<file path="config.mk">
export PLATFORM = sky130hd
export DESIGN_NAME = tcam_ram_emu
export DESIGN_NICKNAME = d
export VERILOG_FILES = /design/src/rtl/tcam_ram_emu.sv
export SDC_FILE = /design/constraint.sdc
export NUM_CORES = 1
export LEC_CHECK = 0
export CAP_MARGIN = 0
export CELL_PAD_IN_SITES_DETAIL_PLACEMENT = 0
export CELL_PAD_IN_SITES_GLOBAL_PLACEMENT = 2
export CORE_ASPECT_RATIO = 0.6
export CORE_MARGIN = 10
export CORE_UTILIZATION = 30
export CTS_CLUSTER_SIZE = 28
export DETAILED_ROUTE_END_ITERATION = 10
export HOLD_SLACK_MARGIN = 0.1
export PLACE_DENSITY = 0.61
export RECOVER_POWER = 25
export SLEW_MARGIN = 5
export SYNTH_ARGS = -nofsm -noshare
export SYNTH_HDL_FRONTEND = slang
export SYNTH_SLANG_ARGS = --single-unit
</file>
<file path="constraint.sdc">
create_clock -name clk -period 1.95 [get_ports clk]
set_input_delay 0.39 -clock clk [delete_from_list [all_inputs] [get_ports clk]]
set_output_delay 0.39 -clock clk [all_outputs]
set_load 0.02 [all_outputs]
</file>
<file path="src/rtl/tcam_ram_emu.sv">
module tcam_ram_emu #(
  parameter int SD = 16,
  parameter int SW = 8,
  parameter int N  = 2,
  localparam int AW  = $clog2(SD),
  localparam int SBD = SD / N,
  localparam int CW  = $clog2(SBD),
  localparam int KW  = N * CW,
  localparam int IW  = (SW > 1) ? $clog2(SW) : 1
) (
  input  logic          clk,
  input  logic          rst_n,
  input  logic          upd_valid,
  output logic          upd_ready,
  input  logic          upd_delete,
  input  logic [IW-1:0] upd_col,
  input  logic [KW-1:0] upd_value,
  input  logic [KW-1:0] upd_care,
  input  logic          search_valid,
  output logic          search_ready,
  input  logic [KW-1:0] search_key,
  output logic          res_valid,
  output logic [SW-1:0] res_match,
  output logic          res_hit,
  output logic [IW-1:0] res_index
);

  logic [SW-1:0] mem [SD];
  logic          busy;
  logic [AW-1:0] wptr;
  logic          del_q;
  logic [IW-1:0] col_q;
  logic [KW-1:0] val_q, care_q;

  assign upd_ready    = !busy;
  assign search_ready = !busy;

  wire upd_go  = upd_valid && !busy;
  wire srch_go = search_valid && !busy;

  // bit to store at the current walk address
  logic [CW-1:0] off, vchunk, cchunk;
  logic          wbit;
  always_comb begin
    off    = wptr[CW-1:0];
    vchunk = '0;
    cchunk = '0;
    for (int i = 0; i < N; i++)
      if (int'(wptr) / SBD == i) begin
        vchunk = val_q[i*CW +: CW];
        cchunk = care_q[i*CW +: CW];
      end
    wbit = !del_q && (((off ^ vchunk) & cchunk) == '0);
  end

  always_ff @(posedge clk) begin
    if (!rst_n) begin
      busy   <= 1'b0;
      wptr   <= '0;
      del_q  <= 1'b0;
      col_q  <= '0;
      val_q  <= '0;
      care_q <= '0;
    end else if (upd_go) begin
      busy   <= 1'b1;
      wptr   <= '0;
      del_q  <= upd_delete;
      col_q  <= upd_col;
      val_q  <= upd_value;
      care_q <= upd_care;
    end else if (busy) begin
      wptr <= wptr + 1'b1;
      if (wptr == AW'(SD - 1)) busy <= 1'b0;
    end
  end

  always_ff @(posedge clk) begin
    if (!rst_n) begin
      for (int a = 0; a < SD; a++) mem[a] <= '0;
    end else if (busy) begin
      mem[wptr][col_q] <= wbit;
    end
  end

  // one read per sub-block, all within the search cycle
  logic [SW-1:0] rd [N];
  for (genvar gi = 0; gi < N; gi++) begin : g_sub
    assign rd[gi] = mem[AW'(gi * SBD) + AW'(search_key[gi*CW +: CW])];
  end

  logic [SW-1:0] hitv;
  logic [IW-1:0] idx;
  always_comb begin
    hitv = '1;
    for (int i = 0; i < N; i++) hitv &= rd[i];
    idx = '0;
    for (int c = SW - 1; c >= 0; c--)
      if (hitv[c]) idx = IW'(c);
  end

  always_ff @(posedge clk) begin
    if (!rst_n) begin
      res_valid <= 1'b0;
      res_match <= '0;
      res_hit   <= 1'b0;
      res_index <= '0;
    end else begin
      res_valid <= srch_go;
      if (srch_go) begin
        res_match <= hitv;
        res_hit   <= |hitv;
        res_index <= idx;
      end
    end
  end

  logic [AW:0] run_q;
  always_ff @(posedge clk) begin
    if (!rst_n) run_q <= '0;
    else        run_q <= busy ? run_q + 1'b1 : '0;
  end

  p_walk_bounded_r9: assert property (@(posedge clk) disable iff (!rst_n)
    run_q <= (AW+1)'(SD));
  p_walk_len_r9: assert property (@(posedge clk) disable iff (!rst_n)
    $fell(busy) |-> run_q == (AW+1)'(SD));
  p_upd_blocks_r9: assert property (@(posedge clk) disable iff (!rst_n)
    (upd_valid && upd_ready) |=> (!search_ready && !upd_ready));
  p_result_source_r5: assert property (@(posedge clk) disable iff (!rst_n)
    res_valid |-> $past(search_valid && search_ready));
  p_hit_flag_r7: assert property (@(posedge clk) disable iff (!rst_n)
    res_valid |-> (res_hit == (|res_match)));
  p_miss_index_r7: assert property (@(posedge clk) disable iff (!rst_n)
    (res_valid && !res_hit) |-> res_index == '0);
  p_lowest_index_r6: assert property (@(posedge clk) disable iff (!rst_n)
    (res_valid && res_hit) |->
      (res_match[res_index] && ((res_match & ((SW'(1) << res_index) - SW'(1))) == '0)));

endmodule

</file>
Word level (Yosys, flattened, before mapping)
Memory sizes are Yosys's and may differ from the RTL's.
Index checks and enable logic that the tools add are counted.
Widths: inputs -> output; s select.
{"block": "word_totals", "register_bits": 34, "latch_bits": 0, "ramBits": 128, "rom_bits": 0, "output_inout_bits": 15, "word_cells": 55, "mem_count": 1}
{"memory": "mem", "words": 16, "width": 8, "read_ports": 2, "rd_clocked_by_memory_dff": 0, "write_ports": 16, "line": "28", "rtl": "logic [SW-1:0] mem [SD];"}
{"block": "op_classes", "add_sub_neg": 2, "multipliers": 0, "div_mod_pow": 0, "magnitude_cmp": 2, "n_eq_ne": 1, "shifts": 0, "muxes": 24, "bitwise_logic": 4, "reduce_logical": 11}
{"op": "$mux 3", "n": 12}
{"op": "$logic_not 32->1", "n": 1}
{"op": "$mux 8", "n": 3}
{"op": "$reduce_or 8->1", "n": 2}
{"op": "$and 8x8->8", "n": 1}
{"op": "$mux 1", "n": 7}
{"op": "$add 4x1->4 const B", "n": 1}
{"op": "$add 4x3->4 const A", "n": 1}
{"op": "$eq 4x4->1 const B", "n": 1}
{"op": "$logic_and 1x1->1", "n": 4}
{"op": "$lt 3x4->1 const B", "n": 1}
{"op": "$mux 4", "n": 1}
{"op": "$and 3x3->3", "n": 1}
{"op": "$demux 1 s3", "n": 1}
{"op": "$ge 3x1->1 const B", "n": 1}
{"op": "$logic_not 3->1", "n": 1}
{"op": "$xor 3x3->3", "n": 1}
{"op": "$logic_not 1->1", "n": 2}
{"op": "$reduce_or 2->1", "n": 1}
{"op": "$not 1->1", "n": 1}

Logic depth before layout (Yosys ltp)
An unclocked memory read counts as a cell.
{"block": "depth", "word_depth": 11, "depth_mapped": 9, "ltp_nobuf": 6}

Worst setup path before layout
OpenSTA, ideal clock, no wires.
{"block": "synth_path", "path_type": "input to register", "start": "input search_key[1]", "end": "register res_index[2]", "setup_time_ns": 0.115, "arrival_time_ns": 1.803, "t_required_ns": 1.835, "setup_slack_ns": 0.032, "path_stages": 8, "cell_sequence": "buf_6 buf_12 mux4_1 mux2i_1 a21o_2 and2_4 nand3_1 a31o_1"}
{"block": "synth_via", "elab_chain_cells": 10}
{"element": "start: declaration", "line": "21", "rtl": "input logic [KW-1:0] search_key,"}
{"element": "$mem_v2 16x8 *"}
{"element": "$and 8x8->8 *", "line": "95", "rtl": "for (int i = 0; i < N; i++) hitv &= rd[i];"}
{"element": "$mux 3 (7 in a row)", "line": "98", "rtl": "if (hitv[c]) idx = IW'(c);"}
{"element": "$mux 3 *", "line": "98"}
{"element": "end signal: assignment", "line": "112", "rtl": "res_index <= idx;"}
{"element": "end: declaration", "line": "25", "rtl": "output logic [IW-1:0] res_index"}
Mark *: on every way between the ends. The rest lies on a longest branch, timed or not.
A chain may end at the register's enable or synchronous reset.

Final worst setup path
{"block": "layout_path", "start": "input search_key[4]", "end": "register res_index[2]"}
{"block": "layout_via", "elab_chain_cells": 11}
{"element": "$add 4x3->4 *", "line": "88", "rtl": "assign rd[gi] = mem[AW'(gi * SBD) + AW'(search_key[gi*CW +: CW])];"}
{"element": "$mem_v2 16x8 *"}
{"element": "$and 8x8->8 *", "line": "95"}
{"element": "$mux 3 (7 in a row)", "line": "98"}
{"element": "$mux 3 *", "line": "98"}
Marks and branches as above.

==> results.yml <==
finish:
  final_nets: 786
  nFillCells: 2575
  final_cells: 1129
  final_layout_size_suffix_gt1_share_pct: 16.9
  antenna_cells: 0
  area_growth_syn_to_layout_pct: 22.8
  final_area_um2: 9870
clocking:
  ctsLongestPathBuffers: 2
  clk_latency_ps: 440
  cts_made_buffers: 17
  clkTransAtPathRegs_ps: 60
  cts_hold_buf: 0
  cts.sink_count: 162
  cts_tree: "built"
  h-tree-depth: 4
  cts-root-buf: "clkbuf_16"
detailed_routing:
  drtAntennaViolNets: 0
  viasPerCell: 5.06
  dr.pass1.iters: 5
  routed_wl_mm: 22.0
  drc: 0
  first_iter_violations: 523
  wl_per_cell_um: 19.5
  vias: 5716
die:
  boundaryPins: 41
  die-height_um: 147
  core_area_um2: 26400
  row_count: 46
  start_util_pct: 30.4
  die_w_um: 231
  die-area_um2: 34000
placement:
  post-place-ws_ps: -656
  place_congestion: 0.750
  dp_hpwl_mm: 15.2
  port_buffers: 40
  dpl.cell_count: 1091
  placed_area_um2: 9220
critical_path:
  worstPathRequired_ps: 2330
  crit_chain: "clkdlybuf4s15_2 > buf_12 > mux4_1 > mux2_2 > nand2_2 > o21ai_2 > nor3_2 > a31o_1"
  cp.arrival_ps: 2250
  rr_endpoint: "mem[15][2]$_SDFFCE_PN0P_"
  rr_worst_depth: 8
  critPathKind: "in2reg"
  r2r_start: "wptr[1]$_SDFFE_PP0P_"
  r2r_setup_slack_ps: 90
  max_stage_delay_ps: 550
  cp_slowest_cell: "mux4_1"
  crit_path_start_kind: "input port"
  crit_fanout: 6
  endpoint_kind: "register"
sta:
  min_period_over_period_pct: 95.7
  finClkSkew_ps: 7.44
  slew_headroom_pct: 47.7
  grt_setup_unrepaired: "false"
  setup_viol: 0
  fin_ws_ps: 83.4
  min_period_ps: 1870
  hold_violations: 0
  worstMarginPinSlew_ps: 785
  fmax_mhz: 536
  maxSlewViolCount: 0
synthesis:
  netlist_top_cells_area: "edfxtp_1 48%, mux4_1 9.5%, dfxtp_1 8.5%, o21ai_0 8.5%, nor2_1 6.4%"
  synth_seq_cells: 162
  syn_area_um2: 8040
  postSynthCellCount: 701
  yosysWarnings: 0
  netlist-cell-type-count: 51
  async_flop_share_pct: 0
  synth_fp_nets: 731
  yosys-top-cells-count: "137 x nor2_1, 136 x o21ai_0, 128 x edfxtp_1"
  syn_area_per_cell_um2: 11.5
  synth_area_leader_cell: "edfxtp_1"
  ys_seq_area_share_pct: 56.3
  yosys.area.top_type_share_pct: 47.8
  yosysMostFrequentCell: "nor2_1"
  synth_ff_type: "edfxtp_1"
  synth_edf_count: 128
global_routing:
  grt_util_all_layers_pct: 13.2
  first_global_vias: 5705
  grt_pass1_wl_mm: 34.0
  grt_overflow: 0
  grt_max_degree: 89
  antenna_found_initial: 0
power:
  peakVddDrop_mv: 0.452
  cellLeakagePower_nw: 3.50
  power_density_nw_per_um2: 819
worst_hold_path:
  hold_class: "reg2reg"
  hp-start: "res_match[0]$_SDFFE_PN0P_"
  hold_end: "res_match[0]$_SDFFE_PN0P_"
  min_path_cells: 2
job:
  maxCapViolations: 0
outcome:
  status: "finished clean"
critical path, delay by kind of cell:
family	cells	cell delay, ps
multiplexers	2	840
AND/OR/NAND/NOR	2	350
AO/OA/AOI/OAI	2	250
buffers and inverters	2	410
placed cells by master, fill, tap and decap left out, drive strengths merged, types with 5 or more instances in the layout:
master / Yosys / layout
clkdlybuf4s50: 0 / 33
inv: 5 / 5
and2: 9 / 9
xor2: 6 / 6
nor2: 138 / 138
nor2b: 5 / 5
nand3: 14 / 14
edfxtp: 128 / 128
nand2b: 14 / 14
a22o: 15 / 15
o21ai: 137 / 137
clkinv: 0 / 8
a21o: 5 / 5
dfxtp: 34 / 34
mux2i: 8 / 8
buf: 27 / 58
clkbuf: 48 / 31
mux4: 32 / 32
nand2: 43 / 43
layer usage:
metal | vias to the layer above | wire length, µm | GRT usage, %
met5 | - | 0 | 0
met4 | 0 | 359 | 5.37
met3 | 25 | 853 | 2.54
met2 | 109 | 9370 | 18.7
li1 | 2654 | - | -
met1 | 2928 | 11400 | 19.2
flip-flops by register name, indices dropped and copies added (netlist names):
register   flops
wptr           4
del_q          1
res_index      3
care_q         6
busy           1
res_hit        1
col_q          3
mem          128
res_match      8
res_valid      1
val_q          6
through the flow:
| stage | power (mW) | hold WS, ps | TNS, ps | util [%] |
|---|---|---|---|---|
| CTS | 8.17 | 464 | 0 | 37.4 |
| global placement | 4.76 | 466 | -8250 | 34.9 |
| floorplan | 4.44 | 449 | 0 | - |
| global route | 8.37 | 512 | 0 | 37.4 |
| detailed placement | 4.78 | 456 | -10510 | 34.9 |
| finish | 8.08 | 459 | 0 | 37.4 |
cell type report:
cell class | instances | area [µm²] | area share [%]
clock buffers | 18 | 429 | 4.35
clock inverters | 14 | 145 | 1.47
inverters | 5 | 18.8 | 0.190
multi-input cells | 459 | 3120 | 31.6
flip-flops and latches | 162 | 4530 | 45.9
well taps | 360 | 450 | 4.56
repair buffers | 111 | 1180 | 12.0
where the power goes:
| group | switching, mW | internal (mW) |
|---|---|---|
| combinational | 0.430 | 0.379 |
| sequential | 0.0605 | 3.85 |
| clock | 1.39 | 1.98 |
| total | 1.88 | 6.20 |
how the worst max path moves through the flow:
stage	depth (start not counted)	startpoint	endpoint
2_1_floorplan	8	search_key[1]	res_index[2]$_SDFFE_PN0P_
3_3_place_gp	8	search_key[1]	res_index[2]$_SDFFE_PN0P_
3_5_place_dp	8	search_key[1]	res_index[2]$_SDFFE_PN0P_
4_1_cts	8	search_key[1]	res_index[2]$_SDFFE_PN0P_
5_1_grt	9	search_key[4]	res_index[0]$_SDFFE_PN0P_
6_report	8	search_key[4]	res_index[2]$_SDFFE_PN0P_
logic make-up after synthesis:
family / count (synthesis) / synth area share [%]
muxes: 42 / 11.6
and+or+nand+nor: 233 / 12.7
adders and majority gates: 4 / 0.622
AOI/OAI and AO/OA: 173 / 12.4
xor gates and xnor gates: 7 / 0.762
DFF: 162 / 56.3
buffers and inverters: 80 / 5.63
what timing repair did:
action | in CTS | in global routing
cloned | 2 | 1
setup endpoints to repair | 141 | 92
resized for setup | 12 | 13
pin swaps | 1 | 4
setup buffers | 1 | 2
Power figures use the tool's default switching activity.
